[config.mk]
export PLATFORM = sky130hd
export DESIGN_NAME = alu_dp
export DESIGN_NICKNAME = d
export VERILOG_FILES = /design/src/rtl/alu_dp_pkg.sv /design/src/rtl/alu_dp_dec.sv /design/src/rtl/alu_dp_add.sv /design/src/rtl/alu_dp_logic.sv /design/src/rtl/alu_dp_flags.sv /design/src/rtl/alu_dp.sv
export SDC_FILE = /design/constraint.sdc
export NUM_CORES = 1
export LEC_CHECK = 0
export BUFFER_PORTS_ARGS = -buffer_cell sky130_fd_sc_hd__buf_4
export CAP_MARGIN = 40
export CORE_AREA = 10 10 133 135
export DETAILED_ROUTE_END_ITERATION = 8
export DIE_AREA = 0 0 143 145
export PLACE_DENSITY_LB_ADDON = 0.25
export SLEW_MARGIN = 20
export SYNTH_ARGS = -nofsm -noshare
export SYNTH_HDL_FRONTEND = slang
export SYNTH_HIERARCHICAL = 1
export SYNTH_SLANG_ARGS = --single-unit
[constraint.sdc]
create_clock -name vclk -period 14.8
set_input_delay 3.7 -clock vclk [all_inputs]
set_output_delay 3.7 -clock vclk [all_outputs]
set_load 0.005 [all_outputs]
[src/rtl/alu_dp_pkg.sv]
package alu_dp_pkg;

  typedef enum logic [3:0] {
    OP_AND = 4'h0, OP_EOR = 4'h1, OP_SUB = 4'h2, OP_RSB = 4'h3,
    OP_ADD = 4'h4, OP_ADC = 4'h5, OP_SBC = 4'h6, OP_RSC = 4'h7,
    OP_TST = 4'h8, OP_TEQ = 4'h9, OP_CMP = 4'hA, OP_CMN = 4'hB,
    OP_ORR = 4'hC, OP_MOV = 4'hD, OP_BIC = 4'hE, OP_MVN = 4'hF
  } alu_op_e;

  typedef enum logic [1:0] {
    CIN_ZERO = 2'd0,
    CIN_ONE  = 2'd1,
    CIN_FLAG = 2'd2
  } cin_sel_e;

  typedef enum logic [2:0] {
    LG_AND = 3'd0,
    LG_EOR = 3'd1,
    LG_ORR = 3'd2,
    LG_BIC = 3'd3,
    LG_MOV = 3'd4,
    LG_MVN = 3'd5
  } lg_sel_e;

  typedef struct packed {
    logic n;
    logic z;
    logic c;
    logic v;
  } flags_t;

  typedef struct packed {
    logic     arith;
    logic     swap;
    logic     inv;
    cin_sel_e cin;
    lg_sel_e  lg;
    logic     cmp;
  } ctrl_t;

endpackage

[src/rtl/alu_dp_dec.sv]
module alu_dp_dec
  import alu_dp_pkg::*;
(
  input  logic [3:0] op_i,
  output ctrl_t      ctrl_o
);

  alu_op_e op;
  assign op = alu_op_e'(op_i);

  always_comb begin
    ctrl_o       = '0;
    ctrl_o.cin   = CIN_ZERO;
    ctrl_o.lg    = LG_AND;
    unique case (op)
      OP_AND: ctrl_o.lg = LG_AND;
      OP_EOR: ctrl_o.lg = LG_EOR;
      OP_ORR: ctrl_o.lg = LG_ORR;
      OP_BIC: ctrl_o.lg = LG_BIC;
      OP_MOV: ctrl_o.lg = LG_MOV;
      OP_MVN: ctrl_o.lg = LG_MVN;
      OP_TST: begin ctrl_o.lg = LG_AND; ctrl_o.cmp = 1'b1; end
      OP_TEQ: begin ctrl_o.lg = LG_EOR; ctrl_o.cmp = 1'b1; end
      OP_ADD: begin ctrl_o.arith = 1'b1; end
      OP_ADC: begin ctrl_o.arith = 1'b1; ctrl_o.cin = CIN_FLAG; end
      OP_CMN: begin ctrl_o.arith = 1'b1; ctrl_o.cmp = 1'b1; end
      // subtract is x + ~y + 1; carry-in form uses C as "no borrow"
      OP_SUB: begin ctrl_o.arith = 1'b1; ctrl_o.inv = 1'b1; ctrl_o.cin = CIN_ONE; end
      OP_SBC: begin ctrl_o.arith = 1'b1; ctrl_o.inv = 1'b1; ctrl_o.cin = CIN_FLAG; end
      OP_CMP: begin ctrl_o.arith = 1'b1; ctrl_o.inv = 1'b1; ctrl_o.cin = CIN_ONE; ctrl_o.cmp = 1'b1; end
      OP_RSB: begin ctrl_o.arith = 1'b1; ctrl_o.inv = 1'b1; ctrl_o.swap = 1'b1; ctrl_o.cin = CIN_ONE; end
      OP_RSC: begin ctrl_o.arith = 1'b1; ctrl_o.inv = 1'b1; ctrl_o.swap = 1'b1; ctrl_o.cin = CIN_FLAG; end
      default: ctrl_o = '0;
    endcase
  end

endmodule

[src/rtl/alu_dp_add.sv]
module alu_dp_add #(
  parameter int WIDTH = 32
) (
  input  logic [WIDTH-1:0] x_i,
  input  logic [WIDTH-1:0] y_i,
  input  logic             cin_i,
  output logic [WIDTH-1:0] sum_o,
  output logic             cout_o,
  output logic             ovf_o
);

  localparam int MSB = WIDTH - 1;

  logic [WIDTH:0] full;

  assign full   = {1'b0, x_i} + {1'b0, y_i} + {{WIDTH{1'b0}}, cin_i};
  assign sum_o  = full[MSB:0];
  assign cout_o = full[WIDTH];
  // same-sign inputs, different-sign sum
  assign ovf_o  = (x_i[MSB] == y_i[MSB]) && (sum_o[MSB] != x_i[MSB]);

endmodule

[src/rtl/alu_dp_logic.sv]
module alu_dp_logic
  import alu_dp_pkg::*;
#(
  parameter int WIDTH = 32
) (
  input  lg_sel_e          sel_i,
  input  logic [WIDTH-1:0] a_i,
  input  logic [WIDTH-1:0] b_i,
  output logic [WIDTH-1:0] res_o
);

  always_comb begin
    unique case (sel_i)
      LG_AND:  res_o = a_i & b_i;
      LG_EOR:  res_o = a_i ^ b_i;
      LG_ORR:  res_o = a_i | b_i;
      LG_BIC:  res_o = a_i & ~b_i;
      LG_MOV:  res_o = b_i;
      LG_MVN:  res_o = ~b_i;
      default: res_o = '0;
    endcase
  end

endmodule

[src/rtl/alu_dp_flags.sv]
module alu_dp_flags
  import alu_dp_pkg::*;
#(
  parameter int WIDTH = 32
) (
  input  logic             arith_i,
  input  logic             cmp_i,
  input  logic             set_i,
  input  logic [WIDTH-1:0] res_i,
  input  logic             cout_i,
  input  logic             ovf_i,
  input  logic             sh_carry_i,
  input  flags_t           flags_i,
  output flags_t           flags_o
);

  logic upd;
  assign upd = set_i | cmp_i;

  always_comb begin
    flags_o = flags_i;
    if (upd) begin
      flags_o.n = res_i[WIDTH-1];
      flags_o.z = (res_i == '0);
      flags_o.c = arith_i ? cout_i : sh_carry_i;
      flags_o.v = arith_i ? ovf_i : flags_i.v;
    end
  end

endmodule

[src/rtl/alu_dp.sv]
module alu_dp
  import alu_dp_pkg::*;
#(
  parameter int WIDTH = 32
) (
  input  logic [3:0]       op_i,
  input  logic             set_i,
  input  logic [WIDTH-1:0] a_i,
  input  logic [WIDTH-1:0] b_i,
  input  logic             sh_carry_i,
  input  logic [3:0]       flags_i,
  output logic [WIDTH-1:0] res_o,
  output logic             we_o,
  output logic [3:0]       flags_o
);

  ctrl_t            ctrl;
  flags_t           fl_in;
  flags_t           fl_out;
  logic [WIDTH-1:0] add_x;
  logic [WIDTH-1:0] add_y;
  logic [WIDTH-1:0] sum;
  logic [WIDTH-1:0] lg_res;
  logic             cin;
  logic             cout;
  logic             ovf;

  assign fl_in = flags_t'(flags_i);

  alu_dp_dec u_dec (
    .op_i   (op_i),
    .ctrl_o (ctrl)
  );

  // reverse forms swap the operands ahead of the inverter
  assign add_x = ctrl.swap ? b_i : a_i;
  assign add_y = ctrl.inv ? ~(ctrl.swap ? a_i : b_i) : (ctrl.swap ? a_i : b_i);

  always_comb begin
    unique case (ctrl.cin)
      CIN_ONE:  cin = 1'b1;
      CIN_FLAG: cin = fl_in.c;
      default:  cin = 1'b0;
    endcase
  end

  alu_dp_add #(.WIDTH(WIDTH)) u_add (
    .x_i    (add_x),
    .y_i    (add_y),
    .cin_i  (cin),
    .sum_o  (sum),
    .cout_o (cout),
    .ovf_o  (ovf)
  );

  alu_dp_logic #(.WIDTH(WIDTH)) u_logic (
    .sel_i (ctrl.lg),
    .a_i   (a_i),
    .b_i   (b_i),
    .res_o (lg_res)
  );

  assign res_o = ctrl.arith ? sum : lg_res;
  assign we_o  = ~ctrl.cmp;

  alu_dp_flags #(.WIDTH(WIDTH)) u_flags (
    .arith_i    (ctrl.arith),
    .cmp_i      (ctrl.cmp),
    .set_i      (set_i),
    .res_i      (res_o),
    .cout_i     (cout),
    .ovf_i      (ovf),
    .sh_carry_i (sh_carry_i),
    .flags_i    (fl_in),
    .flags_o    (fl_out)
  );

  assign flags_o = fl_out;

endmodule

==> results.cfg, run 1 <==
[status]
status = finished, final reports clean

[yosys]
yosys-top-cells-area = mux2_2 15%, ha_1 14%, xnor2_1 7.6%
syn_avg_cell_area_um2 = 7.584
synth_compound_area_share_pct = 25.73
yosys.area.top_type = mux2_2
syn_inst = 777
synthXorXnorAreaFrac_pct = 8.769
ys_top_cells_by_count = 80 x mux2_2, 73 x inv_1, 65 x ha_1
syn_nets = 918
synth_simple_gate_area_share_pct = 19.04
synth_cell_type_count = 68
synth_top_area_share_pct = 15.29
synth-adder-area-share_pct = 14.48
synth-seq-area-share_pct = 0
synthMuxAreaShare_pct = 21.63
synth_top_family_by_area = compound AO/OA/AOI/OAI gates
syn_area_um2 = 5893
yosysMostFrequentCell = mux2_2
yosys_warnings = 6

[power_and_ir_drop]
ir_drop_uv = 33.97
power_uw = 406.0
powerDensity_nw_per_um2 = 60.26
power.leakage_uw = 0.002887

[timing]
min_period_ns = 12.51
fin_ws_ns = 2.294
fin_crit_sh_pct = 84.50
setup_violations = 0
final_max_slew_viol_count = 0
hold_slack_ns = 7.699
maxSlewHeadroom_pct = 46.60
fmax_ghz = 0.07996
tightest_slew_ns = 0.7991
final_hold_viol_count = 0
rsz0062_at_grt = false
tns_ns = 0

[routing]
routed_wl_mm = 16.92
via_count = 5816
wl_per_cell_um = 16.44
first_iter_violations = 330
post-route-drc-count = 0
drtPass1Iterations = 5
final_antenna_net_count = 0
vias_per_cell = 5.652

[global_route]
antenna_found_initial = 0
grt_pass1_vias = 5683
grt_pass1_wl_mm = 28.19
grt_start_max_net_pins = 67
grt.overflow.total = 0
grt_usage_pct = 15.51

[worst_setup_path]
startpoint = op_i[0]
cp-start-kind = input pin
cp.required_ns = 11.10
cp_cell_sequence = buf_4 -> nand2_1 -> nor2_4 -> buf_4 -> mux2_2 -> ha_1 -> a21o_1 -> a21oi_2 -> a211oi_2 -> nor4_4 -> o211ai_1 -> a211oi_1 -> a311oi_1 -> mux2_2 -> nor4_2 -> nand4_1 -> o31ai_2 -> buf_4
critPathCaptureType = output pin
path_buf_inv = 3
cp.arrival_ns = 8.81
path_class = input pin to output pin
path_delay_family = simple AND/OR/NAND/NOR gates
crit_path_top_delay_cell = nor2_4
path_max_fanout = 40
critPathMostFrequentCell = buf_4
max_stage_delay_ns = 0.62

[placement]
place.gp.congestion = 0.8656
post-place-ws_ns = 2.315
dp_hpwl_mm = 13.50
io_buffer_count = 111

[finish]
fin_nets = 984
drive_gt1_share_pct = 27.11
n_clock_buffer = 0
areaGrowthSynthToFinish_pct = 14.33
diodes = 0
regArea_um2 = 0
nFlopsAndLatches = 0
fill_cells = 1551

[clocking]
post_cts_resized = 0
postCtsHoldBufs = 0
post-cts-setup-buffer-count = 0

[floorplanning]
fp.dieW_um = 143
dieHeight_um = 145
initial_core_util_pct = 39.20
core_um2 = 15030
num_io_pins = 111
std_cell_rows = 45
dieArea_um2 = 20740

[flow_run]
drv_cap = 0

[min_path]
hp-class = input pin to output pin
min-delay-start = flags_i[3]
cell type report:
type	instances	area, um2	share of cell area [%]
multi-input combinational	650	5330	79.11
tap	188	235.2	3.491
inverter	73	274.0	4.067
timing repair buffer	118	898.4	13.33
worst paths after layout:
| kind | to | slack [ns] | cells past startpoint |
|---|---|---|---|
| worst max-delay path | flags_o[2] | 2.29 | 18 |
| worst min-delay path | flags_o[3] | 7.70 | 3 |
layout by cell type, fill, tap and decap left out, types with 6 or more instances in the layout:
master and instances:
a21o_1 14, inv_1 73, nor3_1 6, nor2_1 37, mux2_2 80, ha_1 65
o32a_1 16, o221ai_1 15, a211oi_1 6, or3_1 16, o31ai_1 18, nand2b_1 34
xnor2_1 51, nand4_1 7, o21ai_0 32, nor3b_1 16, buf_4 117, nand3_1 6
a21oi_1 44, o21bai_1 20, nor2b_1 23, nand2_1 22, xor2_1 8, mux2i_1 34
a31oi_1 17
power breakdown:
| part | leakage [uW] | internal (uW) | switching [uW] |
|---|---|---|---|
| combinational | 0.00289 | 197 | 209 |
| sequential | 0 | 0 | 0 |
| clock | 0 | 0 | 0 |
| total | 0.00289 | 197 | 209 |
per-layer routing:
| layer | GRT usage [%] | share of wire, % | up-vias |
|---|---|---|---|
| li1 | - | - | 2969 |
| met1 | 20.15 | 46 | 2711 |
| met2 | 27.03 | 48 | 123 |
| met3 | 1.956 | 4.5 | 13 |
| met4 | 2.012 | 1.1 | 0 |
| met5 | 0 | 0 | - |
kinds of logic (layout without fill, tap and decap cells):
group                    Yosys count  after routing
XOR/XNOR                          59             59
AND/OR/NAND/NOR                  193            193
multiplexers                     117            117
buffers and inverters            127            191
adder cells (fa/ha/maj)           67             67
AO/OA/AOI/OAI                    214            214
through the flow:
stage	util (%)	area [um2]	std cells
4_1_cts	44.82	6738	1029
3_5_place_dp	44.82	6738	1029
2_1_floorplan	-	5893	777
6_report	44.82	6738	1029
5_1_grt	44.82	6738	1029
3_3_place_gp	44.69	6718	1028
Power figures use the tool's default switching activity.
==> run 2, diff against run 1 <==
==> constraint.sdc (replaced) <==
create_clock -name vclk -period 12.41
set_input_delay 3.1025 -clock vclk [all_inputs]
set_output_delay 3.1025 -clock vclk [all_outputs]
set_load 0.005 [all_outputs]
==> run 2 against run 1 <==
Net effect: combinational power grew 19%; wire length is 0.17% higher; highest routed layer unchanged; critical endpoint unchanged; core utilization up 0.18 points; largest power group unchanged.
==> results.cfg, run 2 (synthesis gave the netlist of run 1 again) <==
[status]
status = finished, final reports clean

[placement]
placed_cell_area_um2 = 6745
dp_hpwl_mm = 13.49
io_buffer_count = 111
post-place-ws_ns = 1.657
place.gp.congestion = 0.8713

[timing]
tightest_slew_ns = 0.7821
fin_ws_ns = 1.715
fmax_ghz = 0.09350
fin_crit_sh_pct = 86.18
maxSlewHeadroom_pct = 47.86
rsz0062_at_grt = false
final_hold_viol_count = 0
min_period_ns = 10.69
setup_violations = 0
final_max_slew_viol_count = 0
tns_ns = 0

[floorplanning]
initial_core_util_pct = 39.20
num_io_pins = 111
dieHeight_um = 145
std_cell_rows = 45
dieArea_um2 = 20740
fp.dieW_um = 143
core_um2 = 15030

[finish]
n_clock_buffer = 0
post-route-util_pct = 45.00
final_cell_area_um2 = 6765
diodes = 0
drive_gt1_share_pct = 27.20
areaGrowthSynthToFinish_pct = 14.80
regArea_um2 = 0
layout_commonest_cell = buf_4
nFlopsAndLatches = 0
fin_nets = 985
final_cell_mix = 117 x buf_4, 80 x mux2_2, 73 x inv_1

[routing]
via_count = 5823
final_antenna_net_count = 0
first_iter_violations = 377
vias_per_cell = 5.653
post-route-drc-count = 0
wl_per_cell_um = 16.45
drtPass1Iterations = 5
routed_wl_mm = 16.95

[power_and_ir_drop]
ir_drop_uv = 34.08
combPwrFrac_pct = 100.0
internal_power_uw = 236.0
power_frac_seq_pct = 0
power_uw = 485.2
powerDensity_nw_per_um2 = 71.72
p_clk_share_pct = 0
switching_share_pct = 51.37
power.leakage_uw = 0.002899
p_sw_uw = 249.2

[worst_setup_path]
crit_path_top_delay_cell = fa_1
cp-start-kind = input pin
critPathCaptureType = output pin
path_class = input pin to output pin
critPathMostFrequentCell = buf_4
path_max_fanout = 33
max_stage_delay_ns = 0.47
cp.required_ns = 9.31
cp_cell_sequence = buf_4 -> nand2_1 -> nor2_4 -> buf_4 -> buf_12 -> mux2_2 -> fa_1 -> a21o_1 -> nand4_1 -> a211oi_2 -> nor4_4 -> o211ai_1 -> a211oi_1 -> a311oi_1 -> mux2_2 -> nor4_2 -> nand4_1 -> o31ai_2 -> buf_4
cp.arrival_ns = 7.59

[clocking]
post_cts_resized = 0
post-cts-setup-buffer-count = 0
postCtsHoldBufs = 0

[global_route]
grt.overflow.total = 0
grt_start_max_net_pins = 63
grt_pass1_vias = 5621
antenna_found_initial = 0
grt_pass1_wl_mm = 28.12
grt_usage_pct = 15.44

[min_path]
hp-class = input pin to output pin

[flow_run]
drv_cap = 0
==> run 2: cell types whose count changed in the layout (fill, tap and decap cells not counted) <==
cell	delta
buf_16	+1
==> run 2: routing by layer <==
layer	GRT usage (%)	part of all wire, %	wire length (um)	up-vias
li1	-	-	-	2975
met1	19.73	46	7877	2725
met2	27.40	48	8090	111
met3	2.249	4.8	817	12
met4	1.290	0.95	161	0
met5	0	0	0	-
==> run 2: power groups by stage <==
stage / Clock [uW] / Sequential (uW) / Combinational, uW
2_1_floorplan: 0 / 0 / 325
3_3_place_gp: 0 / 0 / 484
3_5_place_dp: 0 / 0 / 484
4_1_cts: 0 / 0 / 487
5_1_grt: 0 / 0 / 539
6_report: 0 / 0 / 485
==> run 2: path summary, 6_finish.rpt <==
path / from / to / cells after the start
max: op_i[0] / flags_o[2] / 19
min: flags_i[1] / flags_o[1] / 4
==> run 2: critical path: cells and delay by family <==
kind	cells	cell delay [ns]
AO/OA/AOI/OAI	6	1.13
adder cells (fa/ha/maj)	1	0.47
buffers and inverters	4	0.97
multiplexers	2	0.68
AND/OR/NAND/NOR	6	1.23
==> run 2: through the flow <==
step	cells	hold WS [ns]
after CTS	1029	6.507
after detailed placement	1029	6.504
final	1030	6.504
after floorplan	777	6.297
after global placement	1028	6.505
after global routing	1030	6.524
==> run 2: area by class of cell <==
type	instances	area [um2]
fill	1571	8268
inverter	73	274.0
multi-input combinational	650	5330
tap	188	235.2
timing repair buffer	119	925.9
==> run 3, diff against run 2 <==
--- a/config.mk
+++ b/config.mk
@@ -7,9 +7,9 @@
 export LEC_CHECK = 0
 export BUFFER_PORTS_ARGS = -buffer_cell sky130_fd_sc_hd__buf_4
 export CAP_MARGIN = 40
-export CORE_AREA = 10 10 133 135
+export CORE_AREA = 2 2 125 127
 export DETAILED_ROUTE_END_ITERATION = 8
-export DIE_AREA = 0 0 143 145
+export DIE_AREA = 0 0 127 129
 export PLACE_DENSITY_LB_ADDON = 0.25
 export SLEW_MARGIN = 20
 export SYNTH_ARGS = -nofsm -noshare
==> run 3 against run 2 <==
Net effect: via count decreased by 1.3%; core utilization increased by 0.086 points; total power decreased by 0.38%; worst setup slack got worse by 0.18 ns; cell count stayed put; fmax is 1.6% lower; sequential share of layout area unchanged; largest cell class unchanged; largest power group unchanged; critical path depth did not move; worst hold slack got worse by 0.0066 ns; sequential cell count unchanged.
==> results.cfg, run 3 (synthesis gave the netlist of run 1 again) <==
[status]
status = finished, final reports clean

[clocking]
post-cts-setup-buffer-count = 0
postCtsHoldBufs = 0
post_cts_resized = 0

[timing]
tns_ns = 0
final_hold_viol_count = 0
maxSlewHeadroom_pct = 43.40
tightest_slew_ns = 0.8477
fin_crit_sh_pct = 87.62
final_max_slew_viol_count = 0
setup_violations = 0
min_period_ns = 10.87
fmax_ghz = 0.09197
rsz0062_at_grt = false

[power_and_ir_drop]
power.leakage_uw = 0.002895
combPwrFrac_pct = 100.0
internal_power_uw = 235.4
p_clk_share_pct = 0
power_uw = 483.4
switching_share_pct = 51.29
power_frac_seq_pct = 0
p_sw_uw = 247.9
ir_drop_uv = 36.35
powerDensity_nw_per_um2 = 71.58

[finish]
final_cell_mix = 118 x buf_4, 80 x mux2_2, 73 x inv_1
diodes = 0
drive_gt1_share_pct = 27.20
regArea_um2 = 0
nFlopsAndLatches = 0
layout_commonest_cell = buf_4
areaGrowthSynthToFinish_pct = 14.59
fin_nets = 985
n_clock_buffer = 0

[routing]
routed_wl_mm = 16.39
first_iter_violations = 364
wl_per_cell_um = 15.91
drtPass1Iterations = 5
vias_per_cell = 5.581
post-route-drc-count = 0
via_count = 5748
final_antenna_net_count = 0

[worst_setup_path]
cp.required_ns = 9.31
critPathCaptureType = output pin
cp.arrival_ns = 7.77
path_class = input pin to output pin
path_max_fanout = 26
cp-start-kind = input pin

[floorplanning]
std_cell_rows = 45
initial_core_util_pct = 39.35
dieHeight_um = 129
fp.dieW_um = 127
num_io_pins = 111
dieArea_um2 = 16380
core_um2 = 14980

[global_route]
grt_usage_pct = 19.36
grt.overflow.total = 0
grt_pass1_vias = 5324
grt_start_max_net_pins = 73
grt_pass1_wl_mm = 27.09
antenna_found_initial = 0

[flow_run]
drv_cap = 0

[min_path]
holdPathEnd = flags_o[1]
hp-class = input pin to output pin
min-delay-start = flags_i[1]
hold_depth = 4

[placement]
dp_hpwl_mm = 12.86
io_buffer_count = 111
place.gp.congestion = 0.8590
run 3: cell type report:
type | instances | area, um2
Fill cell | 1563 | 8224
Multi-Input combinational cell | 650 | 5330
Timing Repair Buffer | 119 | 913.4
Inverter | 73 | 274.0
Tap cell | 188 | 235.2
run 3: power by group through the flow:
stage / registers, uW / clock network, uW / logic (uW)
CTS: 0 / 0 / 484
finish: 0 / 0 / 483
global placement: 0 / 0 / 480
detailed placement: 0 / 0 / 480
global route: 0 / 0 / 532
floorplan: 0 / 0 / 325
run 3: how the worst max path moves through the flow:
stage,from,endpoint,cells after the start
CTS,op_i[0],flags_o[2],19
finish,op_i[0],flags_o[2],19
global route,op_i[0],flags_o[2],20
global placement,op_i[0],flags_o[2],19
detailed placement,op_i[0],flags_o[2],19
floorplan,op_i[1],flags_o[2],18
run 3: through the flow:
step / area [um2] / std cells / hold slack (ns) / setup WS (ns) / util, %
floorplan: 5893 / 777 / 6.297 / 2.393 / -
global route: 6753 / 1030 / 6.520 / 1.199 / 45.09
global placement: 6725 / 1029 / 6.499 / 1.579 / 44.90
CTS: 6753 / 1030 / 6.501 / 1.516 / 45.09
finish: 6753 / 1030 / 6.498 / 1.537 / 45.09
detailed placement: 6753 / 1030 / 6.500 / 1.542 / 45.09
run 3: per-layer routing:
metal	global-route usage [%]	part of all wire, %	vias to the layer above
li1	-	-	2977
met4	0.5818	0.33	0
met2	35.10	48	127
met3	0.8732	4.2	4
met5	0	0	-
met1	26.93	48	2640
run 3: worst max-delay path, stage by stage:
cell and delay [ns]:
buf_4 0.14, nand2_1 0.09, nor2_4 0.09, buf_4 0.34
mux2_2 0.40, fa_1 0.49, fa_1 0.43, a21o_1 0.21
nand4_1 0.15, a211oi_2 0.12, nor4_4 0.41, o211ai_1 0.22
a211oi_1 0.26, a311oi_1 0.07, mux2_2 0.29, nor4_2 0.30
nand4_1 0.17, o31ai_2 0.32, buf_4 0.17
